### config.mk
export PLATFORM = sky130hd
export DESIGN_NAME = hbridge_gate_seq
export DESIGN_NICKNAME = d
export VERILOG_FILES = /design/src/rtl/hbridge_gate_seq.sv
export SDC_FILE = /design/constraint.sdc
export NUM_CORES = 1
export LEC_CHECK = 0
export ABC_AREA = 1
export ABC_CLOCK_PERIOD_IN_PS = 1850
export BUFFER_PORTS_ARGS = -buffer_cell sky130_fd_sc_hd__buf_2
export CELL_PAD_IN_SITES_DETAIL_PLACEMENT = 1
export CELL_PAD_IN_SITES_GLOBAL_PLACEMENT = 2
export CORE_UTILIZATION = 29
export CTS_CLUSTER_DIAMETER = 40
export DETAILED_ROUTE_END_ITERATION = 8
export HOLD_SLACK_MARGIN = 0.08
export PLACE_DENSITY_LB_ADDON = 0.1
export SYNTH_ARGS = -nofsm -noshare
export SYNTH_HDL_FRONTEND = slang
export SYNTH_SLANG_ARGS = --single-unit
### constraint.sdc
create_clock -name clk -period 1.85 [get_ports clk]
set_clock_uncertainty 0.2 [all_clocks]
set_input_delay 0.2775 -clock clk [delete_from_list [all_inputs] [get_ports clk]]
set_output_delay 0.2775 -clock clk [all_outputs]
set_load 0.05 [all_outputs]
### src/rtl/hbridge_gate_seq.sv
module hbridge_gate_seq #(
  parameter int DEAD_CYC = 30
) (
  input  logic       clk,
  input  logic       rst_n,
  input  logic       bridge_en,
  input  logic [1:0] mode_req,
  input  logic       dir_req,
  input  logic       ot_in,
  output logic       gate_u1,
  output logic       gate_u2,
  output logic       gate_l1,
  output logic       gate_l2,
  output logic       prot_pull_low
);
  localparam int CW = $clog2(DEAD_CYC + 1);
  localparam logic [1:0] M_CHARGE = 2'b00;
  localparam logic [1:0] M_SLOW   = 2'b01;
  localparam logic [1:0] M_FAST   = 2'b10;

  logic [1:0]    mode_eff;
  logic [2:0]    key_req, key_cur;
  logic [CW-1:0] dead_cnt;
  logic          ot_s1, ot_s2;
  logic [3:0]    pat, gates;

  assign mode_eff = (mode_req == 2'b11) ? M_SLOW : mode_req;
  assign key_req  = {mode_eff, dir_req};

  always_ff @(posedge clk or negedge rst_n) begin
    if (!rst_n) begin
      key_cur  <= {M_SLOW, 1'b0};
      dead_cnt <= CW'(DEAD_CYC);
      ot_s1    <= 1'b0;
      ot_s2    <= 1'b0;
    end else begin
      ot_s1 <= ot_in;
      ot_s2 <= ot_s1;
      if (dead_cnt == CW'(1)) begin
        key_cur  <= key_req;
        dead_cnt <= '0;
      end else if (dead_cnt != '0) begin
        dead_cnt <= dead_cnt - CW'(1);
      end else if (key_req != key_cur) begin
        dead_cnt <= CW'(DEAD_CYC);
      end
    end
  end

  always_comb begin
    case (key_cur[2:1])
      M_CHARGE: pat = key_cur[0] ? 4'b0110 : 4'b1001;
      M_FAST:   pat = key_cur[0] ? 4'b1001 : 4'b0110;
      default:  pat = 4'b0011;
    endcase
  end

  assign gates = (bridge_en && !ot_s2 && dead_cnt == '0) ? pat : 4'b0000;
  assign {gate_u1, gate_u2, gate_l1, gate_l2} = gates;
  assign prot_pull_low = ot_s2;

  assert_no_shoot_through_R9: assert property (@(posedge clk) disable iff (!rst_n)
    !(gate_u1 && gate_l1) && !(gate_u2 && gate_l2));

  assert_change_via_off_R4: assert property (@(posedge clk) disable iff (!rst_n)
    ((|gates) && (|$past(gates))) |-> (gates == $past(gates)));

  assert_protect_forces_off_R7: assert property (@(posedge clk) disable iff (!rst_n)
    prot_pull_low |-> (gates == 4'b0000));

  assert_ot_latency_R7: assert property (@(posedge clk) disable iff (!rst_n)
    (ot_in && $past(ot_in)) |=> prot_pull_low);
endmodule

After elaboration in Yosys (flattened, before gate mapping)
Cells that the tools add are included.
- add/sub/neg operators: 1
- multipliers: 0
- div/mod/pow operators: 0
- $lt $le $gt $ge: 0
- eq/ne operators: 4
- shift-type cells: 0
- mux-type cells: 8
- bitwise gates (word level): 0
- reduce and logical (&&, ||, !) cells: 7
- operator list (operator ; number):
    two-way mux 5 bit ; 3
    two-way mux 4 bit ; 3
    case mux 4 bit (2 select lines) ; 1
    equality test 5 x 1 -> 1 bit (second input constant) ; 1
    logical NOT 5 bit ; 1
    nonzero test 5 bit ; 1
    subtractor 5 x 1 -> 5 bit (second input constant) ; 1
    equality test 2 bit (second input constant) ; 2
    != test 3 bit ; 1
    nonzero test 3 bit ; 1
    logical AND 1 bit ; 2
    logical NOT 2 bit ; 1
    two-way mux 2 bit ; 1
    logical NOT 1 bit ; 1
- bits in registers: 10
- latch bits: 0
- RAM bits: 0
- bits in read-only memories: 0
- bits of input ports: 7
- output and inout bits: 5
- logic and storage cells: 24
- memories: 0

Logic depth before layout (Yosys ltp)
- depth after elaboration: 6
- gate-level depth with buffers: 9
- gate-level depth less buffers: 9

Worst setup path before layout
Ideal clock, no wire load.
- path kind: reg-to-output
- start: reg dead_cnt[0]
- end: out gate_l1
- arrival time: 1.827 ns
- required time: 1.372 ns
- setup slack: -0.454 ns
- stages on the path, launching flop included: 7
- path buffers: 0
- path through: dfrtp_1 -> inv_1 -> ha_1 -> inv_1 -> nor2_1 -> nand4_1 -> a21oi_1
- word-level cells in the longest chain between the ends: 3
- ends and longest elaborated chain (item ; line ; source):
    start, declared ; 23 ; logic [CW-1:0] dead_cnt;
    start signal, assigned ; 33 ; dead_cnt <= CW'(DEAD_CYC);
    start signal, assigned ; 43 ; dead_cnt <= dead_cnt - CW'(1);
    start signal, assigned ; 45 ; dead_cnt <= CW'(DEAD_CYC);
    logical NOT 5 bit ; 58 ; assign gates = (bridge_en && !ot_s2 && dead_cnt == '0) ? pat : 4'b0000;
    logical AND 1 bit ; 58 ;
    two-way mux 4 bit ; 58 ;
    end, declared ; 12 ; output logic gate_l1,
No other way between the ends.

Worst setup path in the final report
- start: reg dead_cnt[0]
- end: out gate_u1
- word-level cells in the longest chain between the ends: 3
- ends and longest elaborated chain (item ; line ; source):
    logical NOT 5 bit ; 58 ;
    logical AND 1 bit ; 58 ;
    two-way mux 4 bit ; 58 ;
    end, declared ; 10 ; output logic gate_u1,
No other way between the ends.

==> impl_metrics.env <==
export IMPL_gr_total_overflow=0
export IMPL_core_um2=2000
export IMPL_place_gp_congestion=0.767
export IMPL_rows=16
export IMPL_area_delta_synth_final_pct=52.3
export IMPL_period_needed_ns=2.07
export IMPL_clockBufferDepth=2
export IMPL_worstSetupEndpointType="output pin"
export IMPL_synth_top_area_cell="dfstp_2"
export IMPL_antenna_left=0
export IMPL_chipHeight_um=48.8
export IMPL_cts_tree="done"
export IMPL_syn_area_per_cell_um2=7.74
export IMPL_power_leakage_nw=0.479
export IMPL_crit_buf_inv=4
export IMPL_violations="setup timing"
export IMPL_criticalPathCategory="reg2out"
export IMPL_wl_mm=1.66
export IMPL_clock_sinks=10
export IMPL_hold_ws_ns=0.0822
export IMPL_setup_viol=4
export IMPL_crit_chain="inv_2 > ha_4 > inv_2 > nor2_4 > nand4_1 > buf_6 > nor3_4 > buf_6"
export IMPL_firstDrtPassIters=2
export IMPL_grt_util_all_layers_pct=16.4
export IMPL_synth_warnings=0
export IMPL_ios=12
export IMPL_critPathMaxStageDelay_ns=0.40
export IMPL_finalNonFillerCells=137
export IMPL_worst_slack_ns=-0.221
export IMPL_wire_per_inst_um=12.1
export IMPL_crit_fanout=4
export IMPL_synthCells=82
export IMPL_htreeDepth=1
export IMPL_synth_area_leaders="dfstp_2 21%, dfrtp_1 20%, nand2_1 14%"
export IMPL_synth_fp_nets=92
export IMPL_final_util_pct=48.3
export IMPL_drive_gt1_share_pct=48.2
export IMPL_p_total_mw=1.54
export IMPL_portBuffers=11
export IMPL_nets=121
export IMPL_p_per_area_nw_per_um2=1600
export IMPL_slowest_stage="dfrtp_1"
export IMPL_cts_root_buf="clkbuf_4"
export IMPL_clk_latency_ns=0.27
export IMPL_ys_seq_area_share_pct=40.4
export IMPL_ir_drop_uv=751
export IMPL_place_inst=128
export IMPL_dieArea_um2=2380
export IMPL_initial_core_util_pct=31.7
export IMPL_grt_pass1_vias=675
export IMPL_worstMarginPinSlew_ns=0.266
export IMPL_path_clk_slew_ns=0.08
export IMPL_arrival_ns=1.59
export IMPL_diodes=0
export IMPL_dp_hpwl_mm=1.16
export IMPL_die_w_um=48.8
export IMPL_period_share_pct=112
export IMPL_synth_cell_type_count=20
export IMPL_final_max_slew_viol_count=0
export IMPL_status="finished, violations left"
export IMPL_vias_per_cell=4.51
export IMPL_rsz0062_at_grt="true"
export IMPL_synth_seq_cells=10
export IMPL_max_slew_margin_rel_pct=82.3
export IMPL_crit_family="buffers and inverters"
export IMPL_dr_first_iter_drc_count=4
export IMPL_hold_path_class="in2reg"
export IMPL_cts_buffers=3
export IMPL_max_freq_mhz=483
export IMPL_grt_pass1_wl_mm=2.94
export IMPL_maxCapViolations=0
export IMPL_synth_top_area_share_pct=20.7
export IMPL_antenna_found_initial=0
export IMPL_num_vias=618
export IMPL_grt_max_degree=11
export IMPL_hold_violations=0
export IMPL_syn_cell_area_um2=634
export IMPL_startpoint_type="flop"
export IMPL_drc=0
export IMPL_required_ns=1.37
## metal layers
metal  part of all wire, %  vias up  track usage [%]
met4                     0        0             2.94
li1                      -      310                -
met3                   4.3        0             4.98
met1                    45      294             20.1
met5                     0        -                0
met2                    50       14             28.5
## worst min-delay path, cell delays in order
cell     delay, ns
buf_2         0.10
inv_1         0.06
o21ai_0       0.08
## state kept, by name (all words and copies together) (netlist names)
name           cells
dead_cnt           5
key_cur            3
ot_s1              1
prot_pull_low      1
## final timing paths
kind | startpoint | endpoint | cells after the start | slack [ns]
max in group asynchronous | rst_n | dead_cnt[4] | 2 | 0.96
min in group asynchronous | rst_n | key_cur[0] | 2 | 0.21
min reg2reg | ot_s1 | prot_pull_low | 0 | 0.16
min | dir_req | key_cur[0] | 3 | 0.08
max | dead_cnt[0] | gate_u1 | 8 | -0.22
max reg2reg | dead_cnt[1] | dead_cnt[1] | 10 | 0.08
## cells by family (layout without fill, tap and decap cells)
logic type | count (synthesis) | in the layout | share of synthesized area [%]
AND/OR/NAND/NOR | 46 | 46 | 37.7
buffers and inverters | 16 | 44 | 9.47
flip-flops | 10 | 10 | 40.4
AO/OA/AOI/OAI | 6 | 6 | 5.13
adder cells (fa/ha/maj) | 3 | 3 | 5.92
XOR/XNOR | 1 | 1 | 1.38
## through the flow
stage                     area [um2]  worst slack, ns  TNS (ns)
after floorplan                  674           -0.189    -0.477
after detailed placement         823          -0.0282   -0.0287
after CTS                        942           -0.187    -0.673
after global placement           823         -0.00141  -0.00141
final                            966           -0.221    -0.768
after global routing             966           -0.338     -1.18
## layout make-up
type                       instances  area [um2]
tap                               27        33.8
fill                             245        1040
sequential                        10         256
clock buffer                       4        36.3
timing repair buffer              24         190
inverter                          16        60.1
multi-input combinational         56         389
## report_power, final
part           total (mW)  internal [mW]  switching [mW]
clock network       0.204          0.120          0.0849
logic               0.884          0.387           0.497
registers           0.452          0.358          0.0939
total                1.54          0.865           0.676
## synth_stat cells
| cell type | n |
|---|---|
| nand2_1 | 23 |
| inv_1 | 14 |
| nor2_1 | 7 |
| nand3_1 | 6 |
| dfrtp_1 | 5 |
| dfstp_2 | 5 |
| ha_1 | 3 |
| nand4_1 | 3 |
| o21ai_0 | 3 |
| inv_2 | 2 |
| nor2_4 | 2 |
| a21boi_1 | 1 |
| a21oi_1 | 1 |
| nand2_4 | 1 |
| nand3_2 | 1 |
| nand3_4 | 1 |
| nor2_2 | 1 |
| nor3_2 | 1 |
| o21ai_1 | 1 |
| xnor2_1 | 1 |
## cell usage in the layout (no fill, tap or decap), types with 2 or more instances in the layout
master | netlist | layout
buf_2 | 0 | 7
nor2_1 | 7 | 4
buf_6 | 0 | 4
inv_2 | 2 | 7
dfstp_2 | 5 | 5
nand4_1 | 3 | 3
o21ai_0 | 3 | 3
inv_1 | 14 | 9
dfrtp_1 | 5 | 5
nand2_1 | 23 | 22
nand3_1 | 6 | 6
ha_4 | 0 | 2
clkbuf_4 | 0 | 3
dlygate4sd3_1 | 0 | 2
nor2_4 | 2 | 5
buf_4 | 0 | 10
nand3_4 | 1 | 2
## repair_timing
action	4_1_cts	5_1_grt
pin swaps	3	2
cloned	0	0
hold endpoints to repair	11	0
setup endpoints to repair	4	8
resized for setup	13	6
setup buffers	3	0
hold buffers	2	0
Power figures use the tool's default switching activity.
